$ cat src/rtl/brc_pkg.sv
`timescale 1ns/1ps
package brc_pkg;
  typedef enum logic [1:0] {
    ST_IDLE   = 2'd0,
    ST_SEATED = 2'd1,
    ST_BELTED = 2'd2,
    ST_BUZZ   = 2'd3
  } brc_state_e;
endpackage

$ cat src/rtl/brc_timer.sv
`timescale 1ns/1ps
// Reminder down-counter: load on start, raise a one-cycle expiry when it runs out.
module brc_timer #(
  parameter int unsigned TIMEOUT_CYCLES = 1000
) (
  input  logic clk,
  input  logic rst,
  input  logic start_i,
  input  logic clear_i,
  output logic run_o,
  output logic expire_o
);
  localparam int unsigned CNT_W = (TIMEOUT_CYCLES < 2) ? 1 : $clog2(TIMEOUT_CYCLES + 1);
  localparam logic [CNT_W-1:0] LOAD_VAL = CNT_W'(TIMEOUT_CYCLES);
  localparam logic [CNT_W-1:0] LAST_VAL = CNT_W'(1);

  logic [CNT_W-1:0] cnt_q;
  logic             run_q;
  logic             exp_q;

  always_ff @(posedge clk) begin
    if (rst || clear_i) begin
      cnt_q <= '0;
      run_q <= 1'b0;
      exp_q <= 1'b0;
    end else if (start_i) begin
      cnt_q <= LOAD_VAL;
      run_q <= 1'b1;
      exp_q <= 1'b0;
    end else if (run_q && (cnt_q == LAST_VAL)) begin
      cnt_q <= '0;
      run_q <= 1'b0;
      exp_q <= 1'b1;
    end else if (run_q) begin
      cnt_q <= cnt_q - LAST_VAL;
      exp_q <= 1'b0;
    end else begin
      exp_q <= 1'b0;
    end
  end

  assign run_o    = run_q;
  assign expire_o = exp_q;
endmodule

$ cat src/rtl/brc_fsm.sv
`timescale 1ns/1ps
// Four-state sequencer; seat absence overrides everything else.
module brc_fsm
  import brc_pkg::*;
(
  input  logic       clk,
  input  logic       rst,
  input  logic       seat_i,
  input  logic       belt_i,
  input  logic       expire_i,
  output brc_state_e state_o,
  output brc_state_e next_o,
  output logic       tmr_start_o,
  output logic       tmr_clear_o
);
  brc_state_e cur_q, nxt;
  logic       start;

  always_comb begin
    nxt   = cur_q;
    start = 1'b0;
    if (!seat_i) begin
      nxt = ST_IDLE;
    end else begin
      case (cur_q)
        ST_IDLE: begin
          nxt   = ST_SEATED;
          start = 1'b1;
        end
        ST_SEATED: begin
          if (belt_i)        nxt = ST_BELTED;
          else if (expire_i) nxt = ST_BUZZ;
        end
        ST_BELTED: begin
          if (!belt_i) begin
            nxt   = ST_SEATED;
            start = 1'b1;
          end
        end
        ST_BUZZ: begin
          if (belt_i) nxt = ST_BELTED;
        end
        default: nxt = ST_IDLE;
      endcase
    end
  end

  always_ff @(posedge clk) begin
    if (rst) cur_q <= ST_IDLE;
    else     cur_q <= nxt;
  end

  assign state_o     = cur_q;
  assign next_o      = nxt;
  assign tmr_start_o = start;
  assign tmr_clear_o = (nxt == ST_IDLE);
endmodule

$ cat src/rtl/belt_reminder_ctrl.sv
`timescale 1ns/1ps
module belt_reminder_ctrl
  import brc_pkg::*;
#(
  parameter int unsigned TIMEOUT_CYCLES = 1000
) (
  input  logic       clk,
  input  logic       rst,
  input  logic       seat_i,
  input  logic       belt_i,
  output logic       buzzer_o,
  output logic       timer_run_o,
  output logic [1:0] state_o
);
  brc_state_e cur_st, nxt_st;
  logic       tmr_start, tmr_clear, tmr_expire, tmr_run;
  logic       buzz_q;

  brc_fsm u_fsm (
    .clk        (clk),
    .rst        (rst),
    .seat_i     (seat_i),
    .belt_i     (belt_i),
    .expire_i   (tmr_expire),
    .state_o    (cur_st),
    .next_o     (nxt_st),
    .tmr_start_o(tmr_start),
    .tmr_clear_o(tmr_clear)
  );

  brc_timer #(.TIMEOUT_CYCLES(TIMEOUT_CYCLES)) u_tmr (
    .clk     (clk),
    .rst     (rst),
    .start_i (tmr_start),
    .clear_i (tmr_clear),
    .run_o   (tmr_run),
    .expire_o(tmr_expire)
  );

  // Buzzer register follows the state entered at the same edge.
  always_ff @(posedge clk) begin
    if (rst) buzz_q <= 1'b0;
    else     buzz_q <= (nxt_st == ST_BUZZ);
  end

  assign buzzer_o    = buzz_q;
  assign timer_run_o = tmr_run;
  assign state_o     = cur_st;
endmodule

$ cat config.mk
export PLATFORM = sky130hd
export DESIGN_NAME = belt_reminder_ctrl
export DESIGN_NICKNAME = d
export VERILOG_FILES = /design/src/rtl/brc_pkg.sv /design/src/rtl/brc_timer.sv /design/src/rtl/brc_fsm.sv /design/src/rtl/belt_reminder_ctrl.sv
export SDC_FILE = /design/constraint.sdc
export NUM_CORES = 1
export LEC_CHECK = 0
export ABC_AREA = 1
export BUFFER_PORTS_ARGS = -buffer_cell sky130_fd_sc_hd__buf_2
export CAP_MARGIN = 20
export CELL_PAD_IN_SITES_DETAIL_PLACEMENT = 1
export CELL_PAD_IN_SITES_GLOBAL_PLACEMENT = 2
export CORE_AREA = 10 10 62 64
export CTS_CLUSTER_DIAMETER = 120
export DETAILED_ROUTE_END_ITERATION = 16
export DIE_AREA = 0 0 72 74
export PLACE_DENSITY = 0.8
export SYNTH_ARGS = -nofsm -noshare
export SYNTH_HDL_FRONTEND = slang
export SYNTH_SLANG_ARGS = --single-unit
$ cat constraint.sdc
create_clock -name clk -period 1.6 [get_ports clk]
set_input_delay 0.24 -clock clk [delete_from_list [all_inputs] [get_ports clk]]
set_output_delay 0.24 -clock clk [all_outputs]
set_load 0.01 [all_outputs]
After elaboration in Yosys (flattened, before gate mapping)
Index checks and enable logic that the tools add are counted.

Bits in registers: 15. Input port bits: 4. Logic and storage cells: 35.

Add/subtract/negate cells: 1. Equal/unequal tests: 5. Multiplexer cells: 15. Reduce and logical (&&, ||, !) cells: 8.

Operator list (count): $mux 10 (3); $eq 10x1->1 const B (1); $mux 2 (5); $sub 10x1->10 const B (1); $pmux 2 s4 (1); $eq 2x2->1 const B (3); $mux 1 (5); $logic_not 2->1 (2); $reduce_bool 3->1 (1); $reduce_or 3->1 (1); $eq 2x1->1 const B (1); $pmux 1 s2 (1); $reduce_bool 2->1 (1); $reduce_or 2->1 (1); $logic_and 1x1->1 (1); $logic_or 1x1->1 (1).

Longest topological paths before layout
Gate-level depths: netlist of the first run.

Word-level depth: 7. Depth in mapped cells: 9.

Cells and area by module
Synthesis of the first run repeated with hierarchy kept, for this count alone.

Cell total of the unflattened synthesis: 110. Area total of the unflattened synthesis: 807.0 sq um.

Modules (own cells, without submodules): brc_timer (times used 1, cells an instance 90, area an instance 665.6 sq um, sequential area each 240.2 sq um); brc_fsm (times used 1, cells an instance 17, area an instance 111.4 sq um, sequential area each 40.0 sq um); belt_reminder_ctrl (times used 1, cells an instance 3, area an instance 30.0 sq um, sequential area each 20.0 sq um).

Worst setup path after synthesis of the first run
OpenSTA, ideal clock, no wires.

Path type: register to register. Start point: register u_tmr.cnt_q[1]. End point: register u_tmr.cnt_q[3]. Arrival time: 1063 ps. Data required time: 1487 ps. Slack: 424 ps. Cell stages (with the launch flop): 10. Path through: dfxtp_1 > inv_1 > ha_1 > nand2_1 > inv_1 > nand3_2 > o21ai_2 > nand2_2 > nand3_1 > nand2_1.

Longest elaborated chain between the ends: 4. Elaborated cells on any way between the ends: 7.

RTL lines: from (decl) (RTL line brc_timer.sv:17) `logic [CNT_W-1:0] cnt_q;`; from (signal assigned) (RTL line brc_timer.sv:35) `cnt_q <= cnt_q - LAST_VAL;`; $sub 10x1->10 / $eq 10x1->1 (equally long branches) (RTL line brc_timer.sv:35, brc_timer.sv:30); $mux 10 / $logic_and 1x1->1 (equally long branches) (RTL line brc_timer.sv:34, brc_timer.sv:30); $mux 10 (RTL line brc_timer.sv:30) `end else if (run_q && (cnt_q == LAST_VAL)) begin`; $mux 10 (RTL line brc_timer.sv:26) `end else if (start_i) begin`.

Several ways; a longest one is shown, not always the timed one. The select of a mux whose other input is x is not followed. A chain may end at the register's enable or synchronous reset.

Worst setup path after layout of the first run
Same ends and word-level chain as after synthesis.

==> metrics, run 1 <==
RSZ-0062 raised after global routing false; sw frac 0.3114; status complete, no violations; Distinct cells, synth 17; most frequent cell after synthesis nand2_1; Worst-path clk slew 100 ps; Tightest Pin Transition 303.0 ps; Clk network pwr share 0.282; hold_sp belt_i; R2R Path Start u_tmr.cnt_q[1]; Worst Path Buf+Inv 2; I/O Buffers 7; routed vias 761; Worst path top cell family by delay simple AND/OR/NAND/NOR gates; synth cell count leaders nand2_1, nor2_1, dfxtp_1; internal power 533.9 µW; worst vdd ir 0.0003438 V; CP Launch Type flop; grt ovf 0; core area 2663 µm²; Iteration-0 DRC Markers 22; crit path kind reg2reg; Synth area leaders dfxtp_1, nand2_1, nand3_1; routed length per instance 12.40 µm; cell area after layout 914.6 µm²; Slew Viols, Final 0; Final period util 0.8581; register bit total from synthesis 15; GRT Util Overall 0.08009; layout cells sized above 1 0.1679; Worst-Skew Late Latency 290 ps; Total Wirelength 2009 µm; Min Hold Slack 122.7 ps; final hold violation count 0; maximum root-to-sink buffer count 2; setup bufs post-CTS 0; Yosys Warn Count 0; die height 74 µm; pwr/cell area 847.8 nW/µm²; Worst Hold Class in2reg; Combinational Power Share 0.195; Critical Path RT 1780 ps; sequential-to-total area share from yosys stat 0.3727; Final WS setup 227.0 ps; P_leak 0.4364 nW; Mapped Area 805.8 µm²; remaining antenna violation count 0; cell taking the most area after synthesis dfxtp_1; CP startpoint u_tmr.cnt_q[1]; CTS resizes 0; setup TNS 0 ps; Slowest cell on crit path dfxtp_1; Hold-fix buffers, CTS 0; Net Sw Power 241.5 µW; Most used DFF post-synth dfxtp_1; CTS root buf clkbuf_4; Max Fanout on Critical Path 5; Post-synth ARST share 0; Layout Cells excl Fill 162; Max Cap Viol 0; Placed Area 887.1 µm²; Hold EP buzzer_o; worst hold path cell count 2; htree depth 1; DRT Pass-1 Iters 4; Yosys top cell area share 0.3727; sequential power share 0.523; CP endpoint kind flop; FMAX 0.7284 GHz; Initial Util 0.3026; clk_skew 9.399 ps; r2r setup slk 230 ps; die area 5328 µm²; first-pass GRT wire length 3436 µm; num rows 19; Setup-failing EPs final 0; Mapped Cells 119; Critical Path AT 1550 ps; # nets final 138; largest net degree at the start of global routing 10; Vias/cell 4.698; diodes inserted 0; post-DP HPWL 1637 µm; worst r2r path cells 9; # clock sinks 15; die extent in x 72 µm; initial antenna violation count 0; dpl ws 261.4 ps; Slowest Stage Delay on Critical Path 330 ps; I/O pin count 8; Post-route DRC 0; Syn-to-layout area delta 13.51%; clock period minus worst slack 1373 ps; placed cells 158; number of global-route vias before repair 766; CTS tree done; Synth Area per Inst 6.771 µm²; Post-synth EDFFs 0; gpl congestion 0.7829; clock buffer count from CTS 3; reg-to-reg endpoint u_tmr.cnt_q[3]; Post-Syn Nets 125; CP Cell Sequence inv_1, ha_1, nand2_1, inv_1, nand3_2, o21ai_2, nand2_2, nand3_1, nand2_1; Slew headroom 0.7973
[through the flow]
stage               utilization  power, mW
finish                   0.3435     0.7754
floorplan                     -     0.5218
CTS                      0.3435     0.7895
global route             0.3435     0.8313
global placement         0.3332     0.5640
detailed placement       0.3332     0.5665
[per-layer routing]
| metal | vias to the layer above | GRT usage | wire length, µm |
|---|---|---|---|
| li1 | 401 | - | - |
| met1 | 347 | 0.09276 | 983 |
| met2 | 9 | 0.1275 | 925 |
| met3 | 4 | 0.02394 | 73 |
| met4 | 0 | 0.04946 | 27 |
| met5 | - | 0 | 0 |
[logic make-up (layout without fill, tap and decap cells)]
logic type / Yosys count / in the layout / synth area share
fa+ha+maj: 2 / 2 / 0.03105
xor+xnor: 2 / 2 / 0.02174
simple gates: 75 / 75 / 0.4363
compound gates: 11 / 11 / 0.07299
flops: 15 / 15 / 0.3727
buf+inv: 14 / 26 / 0.06522
[worst max-delay path by stage]
| stage | end | depth (start not counted) | slack, ps |
|---|---|---|---|
| floorplan | u_tmr.cnt_q[3] | 9 | 420 |
| global placement | u_tmr.cnt_q[1] | 6 | 300 |
| detailed placement | u_tmr.cnt_q[3] | 9 | 260 |
| CTS | u_tmr.cnt_q[3] | 9 | 220 |
| global route | u_tmr.cnt_q[8] | 7 | 110 |
| finish | u_tmr.cnt_q[3] | 9 | 230 |
[layout make-up]
type | instances | area [µm²]
Clock inverter | 1 | 5.005
Inverter | 14 | 52.55
Multi-Input combinational cell | 90 | 452.9
Tap cell | 31 | 38.79
Timing Repair Buffer | 8 | 42.54
Clock buffer | 3 | 22.52
Fill cell | 369 | 1748
Sequential cell | 15 | 300.3
[worst reg2reg max path: stages (launching register included)]
cell and delay, ps:
dfxtp_1 330, inv_1 100, ha_1 170, nand2_1 60, inv_1 70, nand3_2 80, o21ai_2 170, nand2_2 120
nand3_1 100, nand2_1 70
[placed cells by master, fill, tap and decap left out]
cell type,synthesis,layout
xor2_1,2,2
ha_1,2,2
buf_4,0,1
inv_1,14,14
nor2_1,17,17
dfxtp_1,15,15
clkinv_2,0,1
nand2_2,2,2
and2_1,1,1
o21ai_2,1,1
nor2_2,2,2
clkbuf_4,0,3
o21ai_0,4,4
a21oi_1,6,6
nand4_1,2,2
nand2_1,32,32
or2_0,1,1
buf_2,0,7
nand3_2,3,3
nand3_1,13,13
nor2_4,2,2
[power groups by stage]
stage | sequential [mW] | combinational, mW | clock (mW)
3_5_place_dp | 0.414 | 0.152 | 0
4_1_cts | 0.406 | 0.153 | 0.231
6_report | 0.405 | 0.151 | 0.219
5_1_grt | 0.408 | 0.178 | 0.246
2_1_floorplan | 0.413 | 0.109 | 0
3_3_place_gp | 0.415 | 0.149 | 0
[state kept, by name (all words and copies together), names as in the netlist]
register,flops
u_fsm.state_o,2
u_tmr.expire_o,1
u_tmr.run_o,1
buzzer_o,1
u_tmr.cnt_q,10
(Power assumes the default switching activity.)
==> run 2, diff against run 1 <==
- CORE_AREA: 10 10 62 64 -> 10 10 61 63
- DIE_AREA: 0 0 72 74 -> 0 0 71 73
- PLACE_DENSITY: 0.8 -> 0.83
- RECOVER_POWER: not set -> 25
- clock period: 1.6 -> 1.7 ns (I/O delays scaled with it)
==> run 2 against run 1 <==
Effect of this change:
- routed wire length shrank 1.5%
- clock skew shrank 5.5 ps
- highest routed layer unchanged
- critical endpoint is now u_tmr.cnt_q[6]
- register-to-register slack gained 150 ps
- sequential cell count is the same
- setup slack gained 150 ps
- fmax grew 3.5%
- critical path type unchanged
- combinational power shrank 8%
==> metrics, run 2 (synthesized netlist as in run 1, its figures left out) <==
Tightest Pin Transition 315.3 ps (+12.33 ps); Worst-Skew Late Latency 290 ps (about the same); Syn-to-layout area delta 13.35%; gpl congestion 0.7582 (-3.2%); commonest non-fill, non-tap cells in the layout nand2_1, nor2_1, dfxtp_1, inv_1, nand3_1; Worst path top cell family by delay simple AND/OR/NAND/NOR gates; DRT Pass-1 Iters 4 (unchanged); r2r setup slk 370 ps (+150 ps); setup TNS 0 ps (unchanged); remaining antenna violation count 0 (unchanged); CTS resizes 0 (unchanged); worst vdd ir 0.0004884 V (+42%); Worst Path Buf+Inv 2 (unchanged); GRT Util Overall 0.08202 (+0.001934); layout cells sized above 1 0.1603 (-0.007634); worst r2r path cells 9 (unchanged); number of fill cells 351 (-4.9%); first-pass GRT wire length 3519 µm (+2.4%); # clock sinks 15 (unchanged); status complete, no violations; CP endpoint kind flop; Initial Util 0.3081 (+0.005502); post-DP HPWL 1638 µm (about the same); Post-route DRC 0 (unchanged); maximum root-to-sink buffer count 2 (unchanged); commonest non-fill, non-tap cell in the layout nand2_1; initial antenna violation count 0 (unchanged); Worst Hold Class in2reg; RSZ-0062 raised after global routing false; Largest register FFs 10 (unchanged); Slowest Stage Delay on Critical Path 330 ps (about the same); die area 5183 µm² (-2.7%); num rows 19 (unchanged); CP startpoint u_tmr.cnt_q[1]; crit path kind reg2reg; Setup-failing EPs final 0 (unchanged); reg-to-reg endpoint u_tmr.cnt_q[6]; clk_skew 3.903 ps (-5.496 ps); I/O pin count 8 (unchanged); routed vias 770 (+1.2%); R2R Path Start u_tmr.cnt_q[1]; Max Cap Viol 0 (unchanged); clock buffer count from CTS 3 (unchanged); Min Hold Slack 141.3 ps (+18.57 ps); Critical Path RT 1890 ps (+110 ps); Hold-fix buffers, CTS 0 (unchanged); CP Cell Sequence inv_1, ha_1, nand2_1, inv_1, nand3_2, o21ai_2, nand2_2, nand3_1, nand2_1; routed length per instance 12.21 µm (-1.5%); Slew headroom 0.7890 (-0.008250); number of global-route vias before repair 804 (+5.0%); largest net degree at the start of global routing 10 (unchanged); hold_sp belt_i; CTS root buf clkbuf_4; CTS tree done; Worst-path clk slew 100 ps (about the same); Total Wirelength 1978 µm (-1.5%); Iteration-0 DRC Markers 32 (+45%); grt ovf 0 (unchanged); I/O Buffers 7 (unchanged); Slowest cell on crit path dfxtp_1; final hold violation count 0 (unchanged); # nets final 138 (unchanged); critical path depth in cells 9 (unchanged); Vias/cell 4.753 (+1.2%); Final WS setup 373.1 ps (+146.1 ps); Reg with most FFs u_tmr.cnt_q; setup bufs post-CTS 0 (unchanged); Max Fanout on Critical Path 5 (unchanged); die extent in x 71 µm (-1.4%); diodes inserted 0 (unchanged); CP Launch Type flop; Critical path destination u_tmr.cnt_q[6]; FMAX 0.7537 GHz (+3.5%); core area 2615 µm² (-1.8%); pwr/cell area 805.8 nW/µm² (-5.0%); Final period util 0.7805 (-0.07759); Slew Viols, Final 0 (unchanged); htree depth 1 (unchanged); P_leak 0.4321 nW (-1.0%); Critical Path AT 1520 ps (-30 ps); Placed Area 887.1 µm² (unchanged); cell area after layout 913.4 µm² (-0.14%); dpl ws 379.2 ps (+117.8 ps); die height 73 µm (-1.4%); clock period minus worst slack 1327 ps (-46.10 ps)
run 2: changes by cell type in the layout (fill, tap and decap cells not counted), sizes merged:
cell    change
buf         -1
clkbuf      +1
run 2: per-layer routing:
| layer | vias up | wire length, µm | track usage |
|---|---|---|---|
| met3 | 2 | 86 | 0.03265 |
| met4 | 0 | 20 | 0.02581 |
| met2 | 9 | 946 | 0.1424 |
| met1 | 357 | 925 | 0.08924 |
| li1 | 402 | - | - |
| met5 | - | 0 | 0 |
run 2: worst min-delay path by stage:
| stage | end | slack, ps | cells past startpoint |
|---|---|---|---|
| after floorplan | u_fsm.state_o[0] | 330 | 1 |
| after global placement | buzzer_o | 440 | 2 |
| after detailed placement | buzzer_o | 460 | 2 |
| after CTS | buzzer_o | 140 | 2 |
| after global routing | buzzer_o | 140 | 2 |
| final | buzzer_o | 140 | 2 |
run 2: report_power, final:
group | total (mW) | switching [mW] | internal, mW
Combinational | 0.139 | 0.0898 | 0.0493
Sequential | 0.384 | 0.0178 | 0.366
Clock | 0.213 | 0.126 | 0.0875
run 2: worst reg2reg max path: cells and delay by family (launching register included):
kind | cells | cell delay (ps)
fa+ha+maj | 1 | 170
buf+inv | 2 | 170
simple gates | 5 | 390
compound gates | 1 | 170
flops | 1 | 330
run 2: layout make-up:
type / count / area [µm²] / area share
timing repair buffer: 8 / 41.29 / 0.04521
clock inverter: 1 / 5.005 / 0.005479
multi-input combinational: 90 / 452.9 / 0.4959
sequential: 15 / 300.3 / 0.3288
clock buffer: 3 / 22.52 / 0.02466
tap: 31 / 38.79 / 0.04247
inverter: 14 / 52.55 / 0.05753
run 2: metrics by stage:
step,instances,utilization,total power [mW]
final,162,0.3493,0.7360
after global routing,162,0.3493,0.7840
after CTS,162,0.3498,0.7467
after detailed placement,158,0.3392,0.5326
after global placement,158,0.3392,0.5288
after floorplan,119,-,0.4911
==> run 3, diff against run 2 <==
- CORE_AREA: 10 10 61 63 -> 10 10 62 64
- DIE_AREA: 0 0 71 73 -> 0 0 72 74
- PLACE_DENSITY: 0.83 -> 0.8
- clock period: 1.7 -> 1.4 ns (I/O delays scaled with it)
==> run 3 against run 2 <==
Effect of this change:
- sequential share of layout area fell by 1.3 points
- sequential power rose by 21%
- first-iteration DRC count fell by 22%
- power rose by 23%
- sequential cell count did not move
- critical endpoint is now u_tmr.cnt_q[8]
- largest cell class unchanged
- highest routed layer unchanged
==> metrics, run 3 (synthesized netlist as in run 1, its figures left out) <==
cell area after layout 958.4 µm² (+4.9%); # clock sinks 15 (unchanged); Total Wirelength 2160 µm (+9.2%); number of global-route vias before repair 821 (+2.1%); Critical Path RT 1600 ps (-290 ps); num rows 19 (unchanged); status complete, no violations; first-pass GRT wire length 3705 µm (+5.3%); Max Cap Viol 0 (unchanged); worst vdd ir 0.0004416 V (-9.6%); CP endpoint kind flop; die extent in x 72 µm (+1.4%); grt ovf 0 (unchanged); Largest register FFs 10 (unchanged); I/O Buffers 7 (unchanged); Slowest cell on crit path dfxtp_2; # nets final 139 (+0.72%); Worst path top cell family by delay flip-flops; commonest non-fill, non-tap cells in the layout nand2_1, nor2_1, nand3_1, dfxtp_1, inv_1; CP Cell Sequence inv_1, ha_4, nand2_1, o21ai_0, nand3_1, nand3_2, nand2_1; routed length per instance 13.25 µm (+8.5%); Slew headroom 0.8456 (+0.05657); FMAX 0.7802 GHz (+3.5%); commonest non-fill, non-tap cell in the layout nand2_1; Slew Viols, Final 0 (unchanged); CTS root buf clkbuf_4; number of fill cells 357 (+1.7%); critical path depth in cells 7 (-2); core area 2663 µm² (+1.8%); Sequential cell area 302.8 µm² (+0.83%); clk_skew 5.014 ps (+1.111 ps); post-DP HPWL 1709 µm (+4.4%); Worst-Skew Late Latency 290 ps (about the same); largest net degree at the start of global routing 10 (unchanged); clock buffer count from CTS 3 (unchanged); Placed Area 894.6 µm² (+0.85%); maximum root-to-sink buffer count 2 (unchanged); I/O pin count 8 (unchanged); CP Launch Type flop; gpl congestion 0.7554 (-0.37%); GRT Util Overall 0.08806 (+0.006037); RSZ-0062 raised after global routing false; Max Fanout on Critical Path 4 (-1); die area 5328 µm² (+2.8%); die height 74 µm (+1.4%); Slowest Stage Delay on Critical Path 360 ps (+30 ps); DRT Pass-1 Iters 4 (unchanged); layout cells sized above 1 0.2197 (+0.05939); routed vias 776 (+0.78%); Worst Hold Class in2reg; Most Frequent Cell on Critical Path nand2_1; Final period util 0.9155 (+0.1350); Hold-fix buffers, CTS 0 (unchanged); setup TNS 0 ps (unchanged); worst hold path cell count 2 (unchanged); diodes inserted 0 (unchanged); Post-route DRC 0 (unchanged); crit path kind reg2reg; Multi-input gate area 485.5 µm² (+7.2%); Worst Path Buf+Inv 1 (-1); htree depth 1 (unchanged); initial antenna violation count 0 (unchanged); pwr/cell area 945.0 nW/µm² (+17%); Pwr Total 905.7 µW (+23%); Worst-path clk slew 90 ps (about the same); Iteration-0 DRC Markers 25 (-22%); clock period minus worst slack 1282 ps (-45.11 ps); Critical Path AT 1480 ps (-40 ps); P_leak 0.4429 nW (+2.5%); Initial Util 0.3026 (-0.005502); Min Hold Slack 91.32 ps (-49.95 ps); final hold violation count 0 (unchanged); Vias/cell 4.761 (+0.16%); CTS tree done; Syn-to-layout area delta 18.94%; remaining antenna violation count 0 (unchanged); Reg with most FFs u_tmr.cnt_q; Tightest Pin Transition 229.2 ps (-86.12 ps); setup bufs post-CTS 0 (unchanged); Setup-failing EPs final 0 (unchanged); worst r2r path cells 7 (-2)
## run 3: changes by cell type in the layout (fill, tap and decap cells not counted), sizes merged
| cell | before | now |
|---|---|---|
| buf | 7 | 8 |
## run 3: layout make-up
type                       count  area share
multi-input combinational     90      0.5065
sequential                    15      0.3159
inverter                      14     0.05744
timing repair buffer           9     0.05091
tap                           31     0.04047
clock buffer                   3     0.02350
clock inverter                 1    0.005222
## run 3: stage by stage
step / setup slack [ps] / utilization / std cells
after floorplan: 224.1 / - / 119
after global routing: 0.7203 / 0.3600 / 163
after global placement: 120.9 / 0.3360 / 159
after detailed placement: 59.84 / 0.3360 / 159
final: 118.2 / 0.3600 / 163
after CTS: 43.18 / 0.3463 / 163
## run 3: power breakdown
| part | switching (mW) | internal [mW] |
|---|---|---|
| Sequential | 0.0214 | 0.444 |
| Combinational | 0.116 | 0.0674 |
| Clock | 0.150 | 0.106 |
## run 3: final timing paths
| path | endpoint | startpoint | slack [ps] |
|---|---|---|---|
| worst min-delay path | buzzer_o | belt_i | 90 |
| worst max-delay path | u_tmr.cnt_q[8] | u_tmr.cnt_q[0] | 120 |
| worst max register to register | u_tmr.cnt_q[8] | u_tmr.cnt_q[0] | 120 |
| worst min register to register | u_tmr.cnt_q[1] | u_tmr.cnt_q[1] | 500 |
## run 3: timing repair
action | in CTS | in global routing
setup endpoints to repair | 0 | 6
hold endpoints to repair | 0 | 0
resized for setup | 0 | 11
## run 3: layer usage
metal,GRT usage,wire (µm)
met5,0,0
met4,0.05161,46
met3,0.01729,48
met2,0.1529,1062
met1,0.09826,1002
